## config.mk

```make
export PLATFORM = sky130hd
export DESIGN_NAME = sio_cfg_port
export DESIGN_NICKNAME = d
export VERILOG_FILES = /design/src/rtl/sio_cfg_pkg.sv /design/src/rtl/sio_port_decode.sv /design/src/rtl/sio_index_reg.sv /design/src/rtl/sio_reg_bank.sv /design/src/rtl/sio_cfg_port.sv
export SDC_FILE = /design/constraint.sdc
export NUM_CORES = 1
export LEC_CHECK = 0
export ABC_AREA = 1
export BUFFER_PORTS_ARGS = -buffer_cell sky130_fd_sc_hd__buf_2
export CORE_AREA = 5 5 156 158
export CTS_CLUSTER_DIAMETER = 200
export CTS_CLUSTER_SIZE = 28
export DETAILED_ROUTE_END_ITERATION = 12
export DIE_AREA = 0 0 161 163
export PLACE_DENSITY = 0.55
export SLEW_MARGIN = 20
export SYNTH_ARGS = -nofsm -noshare
export SYNTH_HDL_FRONTEND = slang
export SYNTH_SLANG_ARGS = --single-unit
```

## constraint.sdc

```tcl
create_clock -name clk -period 3.8 [get_ports clk]
set_clock_uncertainty 0.1 [all_clocks]
set_input_delay 0 -clock clk [delete_from_list [all_inputs] [get_ports clk]]
set_output_delay 0 -clock clk [all_outputs]
set_load 0.005 [all_outputs]
```

## src/rtl/sio_cfg_pkg.sv

```systemverilog
package sio_cfg_pkg;

  localparam int IDX_W  = 8;
  localparam int DATA_W = 8;

  localparam logic [IDX_W-1:0]  UART_A_IDX = 8'hE7;
  localparam logic [IDX_W-1:0]  UART_B_IDX = 8'hE8;
  localparam logic [DATA_W-1:0] UART_A_VAL = 8'hFE;
  localparam logic [DATA_W-1:0] UART_B_VAL = 8'hBE;

  // Indices that software may alter through the data port.
  function automatic logic slot_writable(input logic [IDX_W-1:0] i);
    logic w;
    case (i)
      8'hE0, 8'hE1, 8'hE2, 8'hE3,
      8'hE6, 8'hE7, 8'hE8,
      8'hEE, 8'hEF, 8'hF0, 8'hF1, 8'hF2,
      8'hF4, 8'hF6, 8'hF8, 8'hFC: w = 1'b1;
      default:                    w = 1'b0;
    endcase
    return w;
  endfunction

  // Power-on contents of each slot.
  function automatic logic [DATA_W-1:0] slot_init(input logic [IDX_W-1:0] i);
    logic [DATA_W-1:0] v;
    case (i)
      8'hE0:   v = 8'h3C;
      8'hE2:   v = 8'h03;
      8'hE3:   v = 8'hFC;
      8'hE6:   v = 8'hDE;
      8'hE7:   v = UART_A_VAL;
      8'hE8:   v = UART_B_VAL;
      default: v = 8'h00;
    endcase
    return v;
  endfunction

  // Serial-base slots take only their one supported value.
  function automatic logic value_allowed(input logic [IDX_W-1:0] i,
                                         input logic [DATA_W-1:0] d);
    logic ok;
    if (i == UART_A_IDX)      ok = (d == UART_A_VAL);
    else if (i == UART_B_IDX) ok = (d == UART_B_VAL);
    else                      ok = 1'b1;
    return ok;
  endfunction

endpackage

```

## src/rtl/sio_port_decode.sv

```systemverilog
module sio_port_decode #(
  parameter int              ADDR_W   = 16,
  parameter logic [15:0]     IDX_PORT = 16'h03F0,
  parameter logic [15:0]     DAT_PORT = 16'h03F1,
  parameter int              CTRL_W   = 8,
  parameter int              EN_BIT   = 1
) (
  input  logic [ADDR_W-1:0] addr,
  input  logic              rd,
  input  logic              wr,
  input  logic [CTRL_W-1:0] ctrl,
  output logic              idx_wr,
  output logic              idx_rd,
  output logic              dat_wr,
  output logic              dat_rd,
  output logic              claim
);

  logic en;
  logic at_idx;
  logic at_dat;
  logic unused_ctrl;

  assign unused_ctrl = ^ctrl;
  assign en     = ctrl[EN_BIT];
  assign at_idx = en && (addr == ADDR_W'(IDX_PORT));
  assign at_dat = en && (addr == ADDR_W'(DAT_PORT));

  assign idx_wr = at_idx && wr;
  assign idx_rd = at_idx && rd && !wr;
  assign dat_wr = at_dat && wr;
  assign dat_rd = at_dat && rd && !wr;
  assign claim  = (at_idx || at_dat) && (rd || wr);

endmodule

```

## src/rtl/sio_index_reg.sv

```systemverilog
module sio_index_reg #(
  parameter int IDX_W = 8
) (
  input  logic             clk,
  input  logic             rst,
  input  logic             ld,
  input  logic [IDX_W-1:0] d,
  output logic [IDX_W-1:0] q
);

  always_ff @(posedge clk) begin
    if (rst)     q <= '0;
    else if (ld) q <= d;
  end

  AST_IDX_LOADS: assert property (@(posedge clk) disable iff (rst)
    $past(!rst && ld) |-> (q == $past(d)));

  AST_IDX_HOLDS: assert property (@(posedge clk) disable iff (rst)
    $past(!rst && !ld) |-> $stable(q));

endmodule

```

## src/rtl/sio_reg_bank.sv

```systemverilog
module sio_reg_bank
  import sio_cfg_pkg::*;
#(
  parameter int WIN_BASE  = 224,
  parameter int WIN_DEPTH = 32
) (
  input  logic              clk,
  input  logic              rst,
  input  logic              we,
  input  logic [IDX_W-1:0]  idx,
  input  logic [DATA_W-1:0] wdata,
  output logic [DATA_W-1:0] rdata
);

  localparam int WIN_AW = (WIN_DEPTH > 1) ? $clog2(WIN_DEPTH) : 1;

  logic [DATA_W-1:0] slot_q [WIN_DEPTH];
  logic              in_win;
  logic [WIN_AW-1:0] off;

  assign in_win = (idx >= IDX_W'(WIN_BASE));
  assign off    = WIN_AW'(idx - IDX_W'(WIN_BASE));

  for (genvar k = 0; k < WIN_DEPTH; k++) begin : g_slot
    localparam logic [IDX_W-1:0] SLOT = IDX_W'(WIN_BASE + k);
    if (slot_writable(SLOT)) begin : g_rw
      always_ff @(posedge clk) begin
        if (rst)
          slot_q[k] <= slot_init(SLOT);
        else if (we && idx == SLOT && value_allowed(SLOT, wdata))
          slot_q[k] <= wdata;
      end
      if (SLOT == UART_A_IDX) begin : g_lock_a
        AST_UART_A_LOCKED: assert property (@(posedge clk) disable iff (rst)
          $past(!rst) |-> (slot_q[k] == UART_A_VAL));
      end
      if (SLOT == UART_B_IDX) begin : g_lock_b
        AST_UART_B_LOCKED: assert property (@(posedge clk) disable iff (rst)
          $past(!rst) |-> (slot_q[k] == UART_B_VAL));
      end
    end else begin : g_ro
      assign slot_q[k] = slot_init(SLOT);
    end
  end

  assign rdata = in_win ? slot_q[off] : '0;

endmodule

```

## src/rtl/sio_cfg_port.sv

```systemverilog
module sio_cfg_port
  import sio_cfg_pkg::*;
#(
  parameter int          ADDR_W    = 16,
  parameter logic [15:0] IDX_PORT  = 16'h03F0,
  parameter logic [15:0] DAT_PORT  = 16'h03F1,
  parameter int          EN_BIT    = 1,
  parameter int          WIN_BASE  = 224,
  parameter int          WIN_DEPTH = 32
) (
  input  logic              clk,
  input  logic              rst,
  input  logic [7:0]        ctrl_byte,
  input  logic [ADDR_W-1:0] bus_addr,
  input  logic              bus_rd,
  input  logic              bus_wr,
  input  logic [7:0]        bus_wdata,
  output logic [7:0]        bus_rdata,
  output logic              bus_ack
);

  logic              idx_wr, idx_rd, dat_wr, dat_rd, claim;
  logic [IDX_W-1:0]  cur_idx;
  logic [DATA_W-1:0] bank_rdata;
  logic              bank_we;
  logic [DATA_W-1:0] rd_next;

  sio_port_decode #(
    .ADDR_W  (ADDR_W),
    .IDX_PORT(IDX_PORT),
    .DAT_PORT(DAT_PORT),
    .CTRL_W  (8),
    .EN_BIT  (EN_BIT)
  ) dec_i (
    .addr  (bus_addr),
    .rd    (bus_rd),
    .wr    (bus_wr),
    .ctrl  (ctrl_byte),
    .idx_wr(idx_wr),
    .idx_rd(idx_rd),
    .dat_wr(dat_wr),
    .dat_rd(dat_rd),
    .claim (claim)
  );

  sio_index_reg #(.IDX_W(IDX_W)) idx_i (
    .clk(clk),
    .rst(rst),
    .ld (idx_wr),
    .d  (bus_wdata),
    .q  (cur_idx)
  );

  assign bank_we = dat_wr && slot_writable(cur_idx);

  sio_reg_bank #(
    .WIN_BASE (WIN_BASE),
    .WIN_DEPTH(WIN_DEPTH)
  ) bank_i (
    .clk  (clk),
    .rst  (rst),
    .we   (bank_we),
    .idx  (cur_idx),
    .wdata(bus_wdata),
    .rdata(bank_rdata)
  );

  always_comb begin
    rd_next = '0;
    if (idx_rd)      rd_next = cur_idx;
    else if (dat_rd) rd_next = bank_rdata;
  end

  always_ff @(posedge clk) begin
    if (rst) begin
      bus_ack   <= 1'b0;
      bus_rdata <= '0;
    end else begin
      bus_ack   <= claim;
      bus_rdata <= rd_next;
    end
  end

  AST_ACK_NEEDS_ENABLE: assert property (@(posedge clk) disable iff (rst)
    bus_ack |-> $past(ctrl_byte[EN_BIT]));

  AST_RDATA_QUIET: assert property (@(posedge clk) disable iff (rst)
    (bus_rdata != '0) |-> bus_ack);

  AST_WRITE_RDATA_ZERO: assert property (@(posedge clk) disable iff (rst)
    $past(!rst && bus_wr) |-> (bus_rdata == '0));

  AST_FOREIGN_ADDR_NO_ACK: assert property (@(posedge clk) disable iff (rst)
    $past(!rst && bus_addr != ADDR_W'(IDX_PORT) && bus_addr != ADDR_W'(DAT_PORT))
      |-> !bus_ack);

endmodule

```

# Word level (Yosys, flattened, before mapping)
# Cells that the tools add are included.
# W data, S select, Z words.
[totals] reg_bits=145 input_bits=36 out_inout_bits=9 elab_cells=99
[op_classes] addsub=1 magnitude_cmp=2 n_eq_ne=20 mux=10 n_bitwise=1 reduce_logical=46
[ops] operator="$eq A8 B8 Y1 const B" count=18
[ops] operator="$logic_and A1 B1 Y1" count=42
[ops] operator="$bmux W8 S5" count=1
[ops] operator="$mux W8" count=5
[ops] operator="$eq A16 B10 Y1 const B" count=2
[ops] operator="$reduce_or A16 Y1" count=1
[ops] operator="$ge A8 B8 Y1 const B" count=1
[ops] operator="$ge A6 B6 Y1 const B" count=1
[ops] operator="$not A5 Y6" count=1
[ops] operator="$sub A5 B1 Y5 const B" count=1
[ops] operator="$mux W1" count=4
[ops] operator="$logic_or A1 B1 Y1" count=2
[ops] operator="$logic_not A1 Y1" count=1

# Depth between registers and ports, before layout
[logic_depth] ltp_word=8 mapped_depth=15 mapped_depth_nobuf=12

# Modules after synthesis
# Synthesis repeated with hierarchy kept, for this count alone.
[unflattened] hier_cells=1026 area_unflattened_um2=6991.7
[by_module_without_submodules] module="sio_reg_bank" n_inst=1 cells_per_inst=894 area_per_inst_um2=6139.6 seq_area_each_um2=2562.5
[by_module_without_submodules] module="sio_cfg_port" n_inst=1 cells_per_inst=53 area_per_inst_um2=384.1 seq_area_each_um2=180.2
[by_module_without_submodules] module="sio_index_reg" n_inst=1 cells_per_inst=51 area_per_inst_um2=341.6 seq_area_each_um2=160.2
[by_module_without_submodules] module="sio_port_decode" n_inst=1 cells_per_inst=28 area_per_inst_um2=126.4 seq_area_each_um2=0.0

# Least setup slack after synthesis
# No wires, ideal clock.
[synth_path] kind="register -> register" start="register idx_i.q[3]" end="register bank_i.slot_q[135] in the netlist's numbering" setup_time_ns=0.110 t_arrival_ns=1.879 required_time_ns=3.590 setup_slack_ns=1.711 stages_incl_launch_ff=16 n_path_buf=5 synth_period_minus_slack_ns=2.089 path_cell_list="dfxtp_1 > buf_2 > nor2_1 > buf_2 > nand2_1 > nor2_4 > nor2_1 > nand2_1 > nor2_1 > nand2_1 > buf_6 > buf_6 > buf_6 > nand4_1 > nand2_1 > nor2_1"
[synth_between] elab_chain_cells=6 elab_cells_between_ends=21 classes_between="eq/ne: 16; mux: 1; reduce/logical: 4"
[synth_lines] item="start: declaration" line="sio_index_reg.sv:8" source="output logic [IDX_W-1:0] q"
[synth_lines] item="start signal: assignment" line="sio_index_reg.sv:12" source="if (rst) q <= '0;"
[synth_lines] item="start signal: assignment" line="sio_index_reg.sv:13" source="else if (ld) q <= d;"
[synth_lines] item="$eq A8 B8 Y1, on equally long branches" line="sio_cfg_pkg.sv:14, sio_reg_bank.sv:30"
[synth_lines] item="$reduce_or A16 Y1" line="sio_cfg_pkg.sv:14" source="case (i)"
[synth_lines] item="$mux W1" line="sio_cfg_pkg.sv:14"
[synth_lines] item="$logic_and A1 B1 Y1" line="sio_cfg_port.sv:54" source="assign bank_we = dat_wr && slot_writable(cur_idx);"
[synth_lines] item="$logic_and A1 B1 Y1 (*) (2 in series)" line="sio_reg_bank.sv:30" source="else if (we && idx == SLOT && value_allowed(SLOT, wdata))"
[synth_lines] item="end signal: indexed assignment" line="sio_reg_bank.sv:29" source="slot_q[k] <= slot_init(SLOT);"
[synth_lines] item="end signal: indexed assignment" line="sio_reg_bank.sv:31" source="slot_q[k] <= wdata;"
[synth_lines] item="end: declaration" line="sio_reg_bank.sv:17" source="logic [DATA_W-1:0] slot_q [WIN_DEPTH];"
# Mark *: on every way between the ends. The rest lies on a longest branch, timed or not.
# A chain may end at the register's enable or synchronous reset.

# Final worst setup path
[layout_path] start="register idx_i.q[2]" end="register bank_i.slot_q[109] in the netlist's numbering"
# The elaborated chain is that of the path after synthesis.

==> results.yml <==
run_status:
  status: "finished, final reports clean"
power_and_ir_drop:
  p_sw_share_pct: 22.35
  combPwrFrac_pct: 3.6
  switching_power_mw: 0.7537
  clkPwrFrac_pct: 51.4
  peakVddDrop_v: 0.0002743
  pwr-share-seq_pct: 45.1
  p_leak_nw: 4.109
  power.density_nw_per_um2: 371.7
  intPower_mw: 2.619
placed_design:
  place_inst: 1546
  gp_congestion: 0.8890
  io_buffers: 37
  hpwl_um: 15960
cells_and_area:
  fin_cells: 1590
  seq_area_um2: 2903
  mostFrequentLayoutCells: "383 x nand2_1, 214 x inv_1, 149 x nor2_1"
  final_common_cell: "nand2_1"
  area_growth_pct: 15.83
  n_antenna_cell: 0
  drive_gt1_share_pct: 10.46
  fill_cells: 2457
  fin_nets: 1323
  multi_input_area_um2: 3802
sta:
  finalMaxSlewViolations: 0
  hold_viol_final: 0
  max_freq_mhz: 308.9
  setup_viol: 0
  period_needed_ps: 3238
  period_share_pct: 85.20
  rsz0062_at_grt: "no"
  worst_pin_slew_ps: 976.4
  slew_headroom_pct: 34.75
  fin_tns_setup_ps: 0
synth:
  synth-seq-cells: 145
  synth_cells: 1252
  syn_avg_cell_area_um2: 6.257
  synth.area.top_cells: "dfxtp_1 37%, nand2_1 18%, inv_1 10%"
  yosys.area.top_type_share_pct: 37.05
  synth_area_um2: 7834
  yosys_warnings: 0
  ys_types: 24
  syn_nets: 1288
  synth_area_leader_cell: "dfxtp_1"
  seq_area_frac_synth_pct: 37.05
critical_path:
  cp-start-kind: "register"
  crit_cells: 12
  path_max_fanout: 32
  slowest_delay_ps: 750
  arrival_ps: 3460
  crit_path_end_kind: "register"
  crit_top_cell: "nor2_1"
  worstSetupStartpoint: "idx_i.q[2]"
  cp.required_ps: 4030
  cp_cell_sequence: "nor2_1, nand2_1, nor2_4, nor2_1, nand2_1, nor2_1, nand2_4, buf_4, buf_4, nand4_1, nand2_1, nor2_1"
  r2r-end: "bank_i.slot_q[109]"
  r2r_slack_ps: 560
  ff2ff_path_depth: 12
  crit_slowest_cell: "nor2_1"
  crit_type: "reg -> reg"
  crit_end: "bank_i.slot_q[109]"
  critPathTopFamily: "simple AND/OR/NAND/NOR gates"
  r2r_start: "idx_i.q[2]"
  cp_num_buf_inv: 2
routing:
  first_iter_violations: 659
  via_per_inst: 4.778
  wl_per_cell_um: 15.17
  routed_wl_um: 24130
  drc: 0
  firstDrtPassIters: 5
  drtAntennaViolNets: 0
  route.vias.total: 7597
min_path:
  hold_path_class: "in -> reg"
grt:
  antenna_found_initial: 0
  gr-total-overflow: 0
  grt_pass1_wl_um: 38700
  grt_pass1_vias: 7008
  track_usage_pct: 18.65
  grt_max_degree: 81
die:
  io_pins: 45
  initial_core_util_pct: 34.09
  die_h_um: 163
  fp-row-count: 56
  die_w_um: 161
  coreArea_um2: 22980
  dieArea_um2: 26240
cts:
  cts_resized: 0
  htreeDepth: 4
  cts_buffer_depth: 2
  cts_root_buf: "clkbuf_16"
  clock_sinks: 145
  cts_tree: "built"
  clkLatencyLatePin_ps: 430
  cts_made_buffers: 17
  clk_pin_slew_worst_paths_ps: 60
flow_run:
  drv_cap: 0
==> per-layer routing <==
metal	vias to the layer above	GRT usage, %	wire (um)
met1	3372	25.89	11470
met5	-	0	0
met4	0	5.235	417
met2	231	29.91	10950
li1	3969	-	-
met3	25	3.341	1285
==> cell families (layout without fill, tap and decap cells) <==
family / count (synthesis) / count (layout) / synth area share, %
AND/OR/NAND/NOR: 755 / 755 / 43.87
buffers and inverters: 285 / 333 / 14.69
flip-flops: 145 / 145 / 37.05
AO/OA/AOI/OAI: 67 / 67 / 4.376
==> state kept, by name, indices dropped and copies added, names as in the netlist <==
signal,cells
idx_i.q,8
bank_i.slot_q,128
bus_ack,1
bus_rdata,8
==> power by group through the flow <==
stage,Combinational (mW),Sequential [mW],Clock (mW)
floorplan,0.0606,1.55,0
global placement,0.110,1.55,0
detailed placement,0.111,1.55,0
CTS,0.120,1.52,1.76
global route,0.130,1.52,1.82
finish,0.121,1.52,1.73
==> Yosys cell counts (all sizes together) <==
| cell | n |
|---|---|
| nand3 | 59 |
| nand2 | 387 |
| nand4 | 118 |
| nand3b | 18 |
| nor3 | 6 |
| inv | 221 |
| buf | 22 |
| nor2 | 166 |
| dfxtp | 145 |
| a21oi | 20 |
| o211ai | 2 |
| clkbuf | 42 |
| o22ai | 2 |
| nor3b | 1 |
| o21ai | 43 |
==> through the flow <==
step                      power [mW]  instance area [um^2]  hold slack [ps]  setup slack (ps)  utilization, %
after floorplan                1.614                  7834            77.33              1711               -
after global placement         1.664                  8356            190.4             576.2           36.36
after detailed placement       1.664                  8356            195.3             524.3           36.36
after CTS                      3.395                  9074            53.45             532.4           39.48
after global routing           3.469                  9074            93.24             286.5           39.48
final                          3.373                  9074            77.30             562.4           39.48
==> worst register-to-register path, cell delays in order (launching register included) <==
cell	delay (ps)
dfxtp_1	390
nor2_1	750
nand2_1	340
nor2_4	330
nor2_1	90
nand2_1	60
nor2_1	60
nand2_4	300
buf_4	300
buf_4	190
nand4_1	80
nand2_1	110
nor2_1	50
==> area by class of cell <==
cell class	instances	share of cell area (%)
timing repair buffer	80	6.343
clock buffer	22	5.116
sequential	145	31.99
inverter	221	9.170
clock inverter	10	1.475
tap	290	3.999
multi-input combinational	822	41.91
==> what timing repair did <==
| item | in CTS | in global routing |
|---|---|---|
| hold endpoints to repair | 27 | 0 |
| hold buffers | 12 | 0 |
| setup buffers | 0 | 0 |
==> worst min path at each step <==
stage	start	end	slack (ps)	depth (start not counted)
detailed placement	bus_wdata[0]	bank_i.slot_q[232]	200	3
global route	bus_addr[0]	bus_rdata[4]	90	6
floorplan	bus_wdata[7]	bank_i.slot_q[231]	80	2
CTS	bus_addr[0]	bus_rdata[4]	50	6
global placement	bus_wdata[0]	bank_i.slot_q[232]	190	3
finish	bus_addr[0]	bus_rdata[4]	80	6
Note: power is estimated with default switching activity, not from simulation.
